File: config.mk
export PLATFORM = sky130hd
export DESIGN_NAME = modsix_counter
export DESIGN_NICKNAME = d
export VERILOG_FILES = /design/src/rtl/modsix_pkg.sv /design/src/rtl/modsix_next.sv /design/src/rtl/modsix_state_reg.sv /design/src/rtl/modsix_out.sv /design/src/rtl/modsix_counter.sv
export SDC_FILE = /design/constraint.sdc
export NUM_CORES = 1
export LEC_CHECK = 0
export BUFFER_PORTS_ARGS = -buffer_cell sky130_fd_sc_hd__buf_2
export CELL_PAD_IN_SITES_DETAIL_PLACEMENT = 0
export CELL_PAD_IN_SITES_GLOBAL_PLACEMENT = 1
export CORE_AREA = 2 2 39 41
export DETAILED_ROUTE_END_ITERATION = 8
export DIE_AREA = 0 0 41 43
export GPL_TIMING_DRIVEN = 0
export HOLD_SLACK_MARGIN = 0.06
export PLACE_DENSITY_LB_ADDON = 0.2
export REMOVE_ABC_BUFFERS = 1
export SLEW_MARGIN = 10
export SYNTH_ARGS = -nofsm -noshare
export SYNTH_HDL_FRONTEND = slang
export SYNTH_SLANG_ARGS = --single-unit
File: constraint.sdc
create_clock -name clk -period 2.7 [get_ports clk]
set_input_delay 0.27 -clock clk [delete_from_list [all_inputs] [get_ports clk]]
set_output_delay 0.27 -clock clk [all_outputs]
set_load 0.005 [all_outputs]
File: src/rtl/modsix_pkg.sv
package modsix_pkg;

    localparam int STATE_W   = 3;
    localparam int MODULUS   = 6;
    localparam int LAST_CODE = MODULUS - 1;

    typedef enum logic [STATE_W-1:0] {
        ST_ZERO   = 3'd0,
        ST_ONE    = 3'd1,
        ST_TWO    = 3'd2,
        ST_THREE  = 3'd3,
        ST_FOUR   = 3'd4,
        ST_FIVE   = 3'd5,
        ST_SPARE6 = 3'd6,
        ST_SPARE7 = 3'd7
    } state_t;

endpackage

File: src/rtl/modsix_next.sv
// Combinational next-state function of the modulo-6 counter.
module modsix_next
    import modsix_pkg::*;
(
    input  state_t cur,
    output state_t nxt
);

    always_comb begin
        unique case (cur)
            ST_ZERO:   nxt = ST_ONE;    // step
            ST_ONE:    nxt = ST_TWO;    // step
            ST_TWO:    nxt = ST_THREE;  // step
            ST_THREE:  nxt = ST_FOUR;   // step
            ST_FOUR:   nxt = ST_FIVE;   // step
            ST_FIVE:   nxt = ST_ZERO;   // wrap
            ST_SPARE6: nxt = ST_ONE;    // recovery: upper bits clear, low bit inverts
            ST_SPARE7: nxt = ST_ZERO;   // recovery: upper bits clear, low bit inverts
        endcase
    end

endmodule

File: src/rtl/modsix_state_reg.sv
// One D flip-flop per state bit, with synchronous reset to a parameter code.
module modsix_state_reg #(
    parameter int          WIDTH      = 3,
    parameter logic [WIDTH-1:0] RESET_CODE = '0
) (
    input  logic             clk,
    input  logic             rst,
    input  logic [WIDTH-1:0] d,
    output logic [WIDTH-1:0] q
);

    for (genvar i = 0; i < WIDTH; i++) begin : g_bit
        always_ff @(posedge clk) begin
            if (rst) q[i] <= RESET_CODE[i];
            else     q[i] <= d[i];
        end
    end

endmodule

File: src/rtl/modsix_out.sv
// Output decode: the wrap flag marks the final state of each period.
module modsix_out
    import modsix_pkg::*;
(
    input  state_t cur,
    output logic   wrap
);

    always_comb begin
        unique case (cur)
            ST_FIVE: wrap = 1'b1;
            default: wrap = 1'b0;
        endcase
    end

endmodule

File: src/rtl/modsix_counter.sv
module modsix_counter
    import modsix_pkg::*;
#(
    parameter logic [STATE_W-1:0] RESET_CODE = ST_ZERO
) (
    input  logic               clk,
    input  logic               rst,
    output logic [STATE_W-1:0] count,
    output logic               wrap
);

    logic [STATE_W-1:0] state_q;
    state_t             cur_state;
    state_t             nxt_state;

    assign cur_state = state_t'(state_q);

    modsix_next u_next (
        .cur (cur_state),
        .nxt (nxt_state)
    );

    modsix_state_reg #(
        .WIDTH      (STATE_W),
        .RESET_CODE (RESET_CODE)
    ) u_reg (
        .clk (clk),
        .rst (rst),
        .d   (nxt_state),
        .q   (state_q)
    );

    modsix_out u_out (
        .cur  (cur_state),
        .wrap (wrap)
    );

    assign count = state_q;

endmodule

== Yosys cells after proc, flatten, opt, wreduce, memory -nomap -nowiden ==
Memories as Yosys holds them, arrays and structs flattened. A register that Yosys moved wholly into a read port is not among the register bits.
Index checks and enable logic that the tools add are counted.
Operators by class
  muxes and demuxes: 1
  add/sub/neg operators: 0
  divide/modulo/power cells: 0
  equality and inequality tests: 1
  magnitude comparators: 0
  $mul: 0
  reduce and logical (&&, ||, !) cells: 0
  bitwise logic cells: 0
  shift-type cells: 0
Operators by type and width (count)
  3-bit equality test (second input constant): 1
  1-bit two-way mux: 1
Word-level totals
  memory bits (read-only): 24
  bits in latches: 0
  bits of input ports: 2
  output and inout bits: 4
  memories kept: 1
  flip-flop bits (word level): 0
  memory bits (writable): 0
  word-level logic and storage cells: 3
Memories
  (no name shown): words 8, bits a word 3, read ports 1, clocked after Yosys merged registers in 1, wr ports 0, line modsix_next.sv:10  | unique case (cur)

== Longest topological paths before layout ==
  word-level depth: 2
  mapped depth: 4
  gate-level depth less buffers: 4

== Modules after synthesis ==
A second synthesis with hierarchy kept.
Unflattened totals
  cell total of the unflattened synthesis: 14
  area total of the unflattened synthesis: 147.6 µm²
By module, submodules not included
  modsix_state_reg: seq. area each 60.1 µm², times used 1, area an instance 78.8 µm², cells an instance 6
  modsix_next: seq. area each 0.0 µm², times used 1, area an instance 60.1 µm², cells an instance 7
  modsix_out: seq. area each 0.0 µm², times used 1, area an instance 8.8 µm², cells an instance 1

== Worst setup path after synthesis ==
Ideal clock, no wire load.
  kind: register to output
  from: register u_reg.q[1]
  to: output port wrap
  buffers on the path: 0
  required time: 2.430 ns
  arrival: 0.745 ns
  cell stages (with the launch flop): 4
  setup slack: 1.685 ns
  cell sequence: dfxtp_1 > inv_1 > ha_1 > and2_2
Between the ends
  longest elaborated chain between the ends: 2
RTL lines
  from (decl): line modsix_state_reg.sv:9  | output logic [WIDTH-1:0] q
  3-bit equality test: line modsix_out.sv:10  | unique case (cur)
  1-bit two-way mux: line modsix_out.sv:10
  to (decl): line modsix_counter.sv:9  | output logic wrap
No other way between the ends.

== Worst setup path in the final report ==
Same ends and word-level chain as after synthesis.

==> summary.md <==
| Metric | Value |
|---|---|
| Die Wd | `41 um` |
| Grt total ovfl | `0` |
| Row cnt | `14` |
| Initial Utilization | `9.95%` |
| Final Max Slew Viols | `0` |
| Final Hold Violating Endpoints | `0` |
| Ys async rst share | `0%` |
| Seq/Total Area, Yosys | `43.6%` |
| CP max FO | `3` |
| Register-to-register setup slack | `1.72 ns` |
| Rel. slew slack | `90.2%` |
| Initial antenna violation count | `0` |
| DRT Pass-1 Iters | `1` |
| Post-DP HPWL | `195 um` |
| Status | `complete, no violations` |
| Slew at the pin closest to its max-slew limit | `0.144 ns` |
| RSZ-0062 raised after global routing | `no` |
| Worst ir drop on vdd | `197 uV` |
| CTS tree | `yes` |
| Routed wire length | `246 um` |
| Synth cell count leaders | `3 x dfxtp_1, 3 x ha_1, 2 x inv_1, 2 x nor2_1` |
| Die Ht | `43 um` |
| CTS root buffer | `clkbuf_4` |
| Seq cells post-synth | `3` |
| Clk sinks | `3` |
| Dpl cells | `34` |
| Crit path DAT | `1.11 ns` |
| DR WL/cell | `6.47 um` |
| Yosys top cell by area | `dfxtp_1` |
| First-pass GRT wire length | `441 um` |
| R2R depth | `3` |
| Die area | `1760 um2` |
| Buffers on Ports | `5` |
| Clk slew on worst S/H paths | `0.04 ns` |
| Worst Hold Endpoint | `u_reg.q[0]` |
| Top reg by flops | `u_reg.q` |
| Reg2reg end | `u_reg.q[1]` |
| IO Count | `6` |
| Max FFs per register | `3` |
| Htree depth | `1` |
| Power Dens Cells | `680 nW/um2` |
| Final hold slack | `0.221 ns` |
| CTS buffer count | `3` |
| Main synth FF type | `dfxtp_1` |
| WS Path Type | `reg -> out` |
| Tot GR Track Use | `4.11%` |
| Synth unique cells | `7` |
| Post-Syn Area | `138 um2` |
| Vias in the first global route | `126` |
| Vias per inst | `3.05` |
| Final TNS setup | `0 ns` |
| Share of layout cells above drive strength 1 | `40.9%` |
| Fillers | `157` |
| Tot Pwr | `0.142 mW` |
| Gates resized, CTS repair | `0` |
| Clk_skew | `0.000956 ns` |
| Gp weighted congestion | `0.488` |
| Hold Startpoint | `rst` |
| Post-synth EDFFs | `0` |
| Post-Syn Area per Cell | `10.6 um2` |
| Synth Instances | `13` |
| Finished Layout Cells | `38` |
| Final min period | `1.38 ns` |
| DRC Markers | `0` |
| Hold-critical path depth | `2` |
| Largest net degree at the start of global routing | `6` |
| CTS Hold Bufs | `0` |
| Synth top area share | `43.6%` |
| CP Launch Type | `flop` |
| CP endpoint kind | `output pin` |
| Clock Path Buffers | `2` |
| Nets@finish | `28` |
| Final worst-path cycle share | `51.3%` |
| Worst min path class | `in -> reg` |
| Reg2reg start | `u_reg.q[0]` |
| Pleak | `0.104 nW` |
| Final setup viols | `0` |
| DR vias | `116` |
| Core ar. | `1380 um2` |
| Max-Cap Viols | `0` |
| Fmax | `722 MHz` |
| Biggest regs | `u_reg.q: 3 flops` |
| Synth warn | `0` |
| Synth area leaders | `dfxtp_1 44%, ha_1 27%, mux2i_1 7.3%` |
| Ant. Diodes | `0` |
| Final ANT Viol Nets | `0` |
| Area grow syn2layout | `51.8%` |
| Post-layout util | `15.1%` |
| Drt initial violations | `0` |
| WP data required | `2.43 ns` |
| Setup bufs post-CTS | `0` |
| Later-pin clock latency in the skew report | `0.23 ns` |
-- critical path: stages, from the launching register on --
cell	delay, ns
dfxtp_1	0.35
inv_1	0.07
ha_1	0.17
and2_2	0.17
buf_2	0.12
-- logic make-up (layout without fill, tap and decap cells) --
family / count (synthesis) / after routing / share of synthesized area [%]
buffers and inverters: 2 / 11 / 5.46
flip-flops: 3 / 3 / 43.6
adder cells (fa/ha/maj): 3 / 3 / 27.3
AND/OR/NAND/NOR: 4 / 4 / 16.4
multiplexers: 1 / 1 / 7.27
-- area by class of cell --
| cell class | instances | area [um2] | area share [%] |
|---|---|---|---|
| clock buffers | 4 | 26.3 | 12.6 |
| repair buffers | 5 | 25.0 | 12.0 |
| multi-input cells | 8 | 70.1 | 33.5 |
| well taps | 16 | 20.0 | 9.58 |
| inverters | 2 | 7.51 | 3.59 |
| flip-flops and latches | 3 | 60.1 | 28.7 |
-- where the power goes --
| group | switching (mW) | internal, mW |
|---|---|---|
| combinational | 0.00577 | 0.00702 |
| sequential | 0.00366 | 0.0482 |
| clock | 0.0222 | 0.0553 |
| total | 0.0316 | 0.111 |
-- stage by stage --
| step | instance area, um2 | worst slack (ns) |
|---|---|---|
| floorplan | 138 | 1.69 |
| detailed placement | 183 | 1.56 |
| CTS | 209 | 1.30 |
| global route | 209 | 1.25 |
| global placement | 183 | 1.59 |
| finish | 209 | 1.32 |
-- layer usage --
layer	part of all wire (%)	GRT usage, %
met1	51	4.47
met5	0	0
met3	15	4.71
met2	33	4.69
met4	0	2.00
-- cells in the final DEF, fill, tap and decap left out, drive strengths merged --
| cell | n |
|---|---|
| dfxtp | 3 |
| inv | 2 |
| nor3b | 1 |
| clkbuf | 4 |
| nor2 | 2 |
| and2 | 1 |
| buf | 5 |
| ha | 3 |
| mux2i | 1 |
-- worst max path at each step --
stage,start,cells past startpoint,end,slack [ns]
final,u_reg.q[1],4,wrap,1.32
after CTS,u_reg.q[1],4,wrap,1.30
after global placement,u_reg.q[1],4,wrap,1.59
after global routing,u_reg.q[1],4,wrap,1.25
after detailed placement,u_reg.q[1],4,wrap,1.56
after floorplan,u_reg.q[1],3,wrap,1.69
Note: power is estimated with default switching activity, not from simulation.
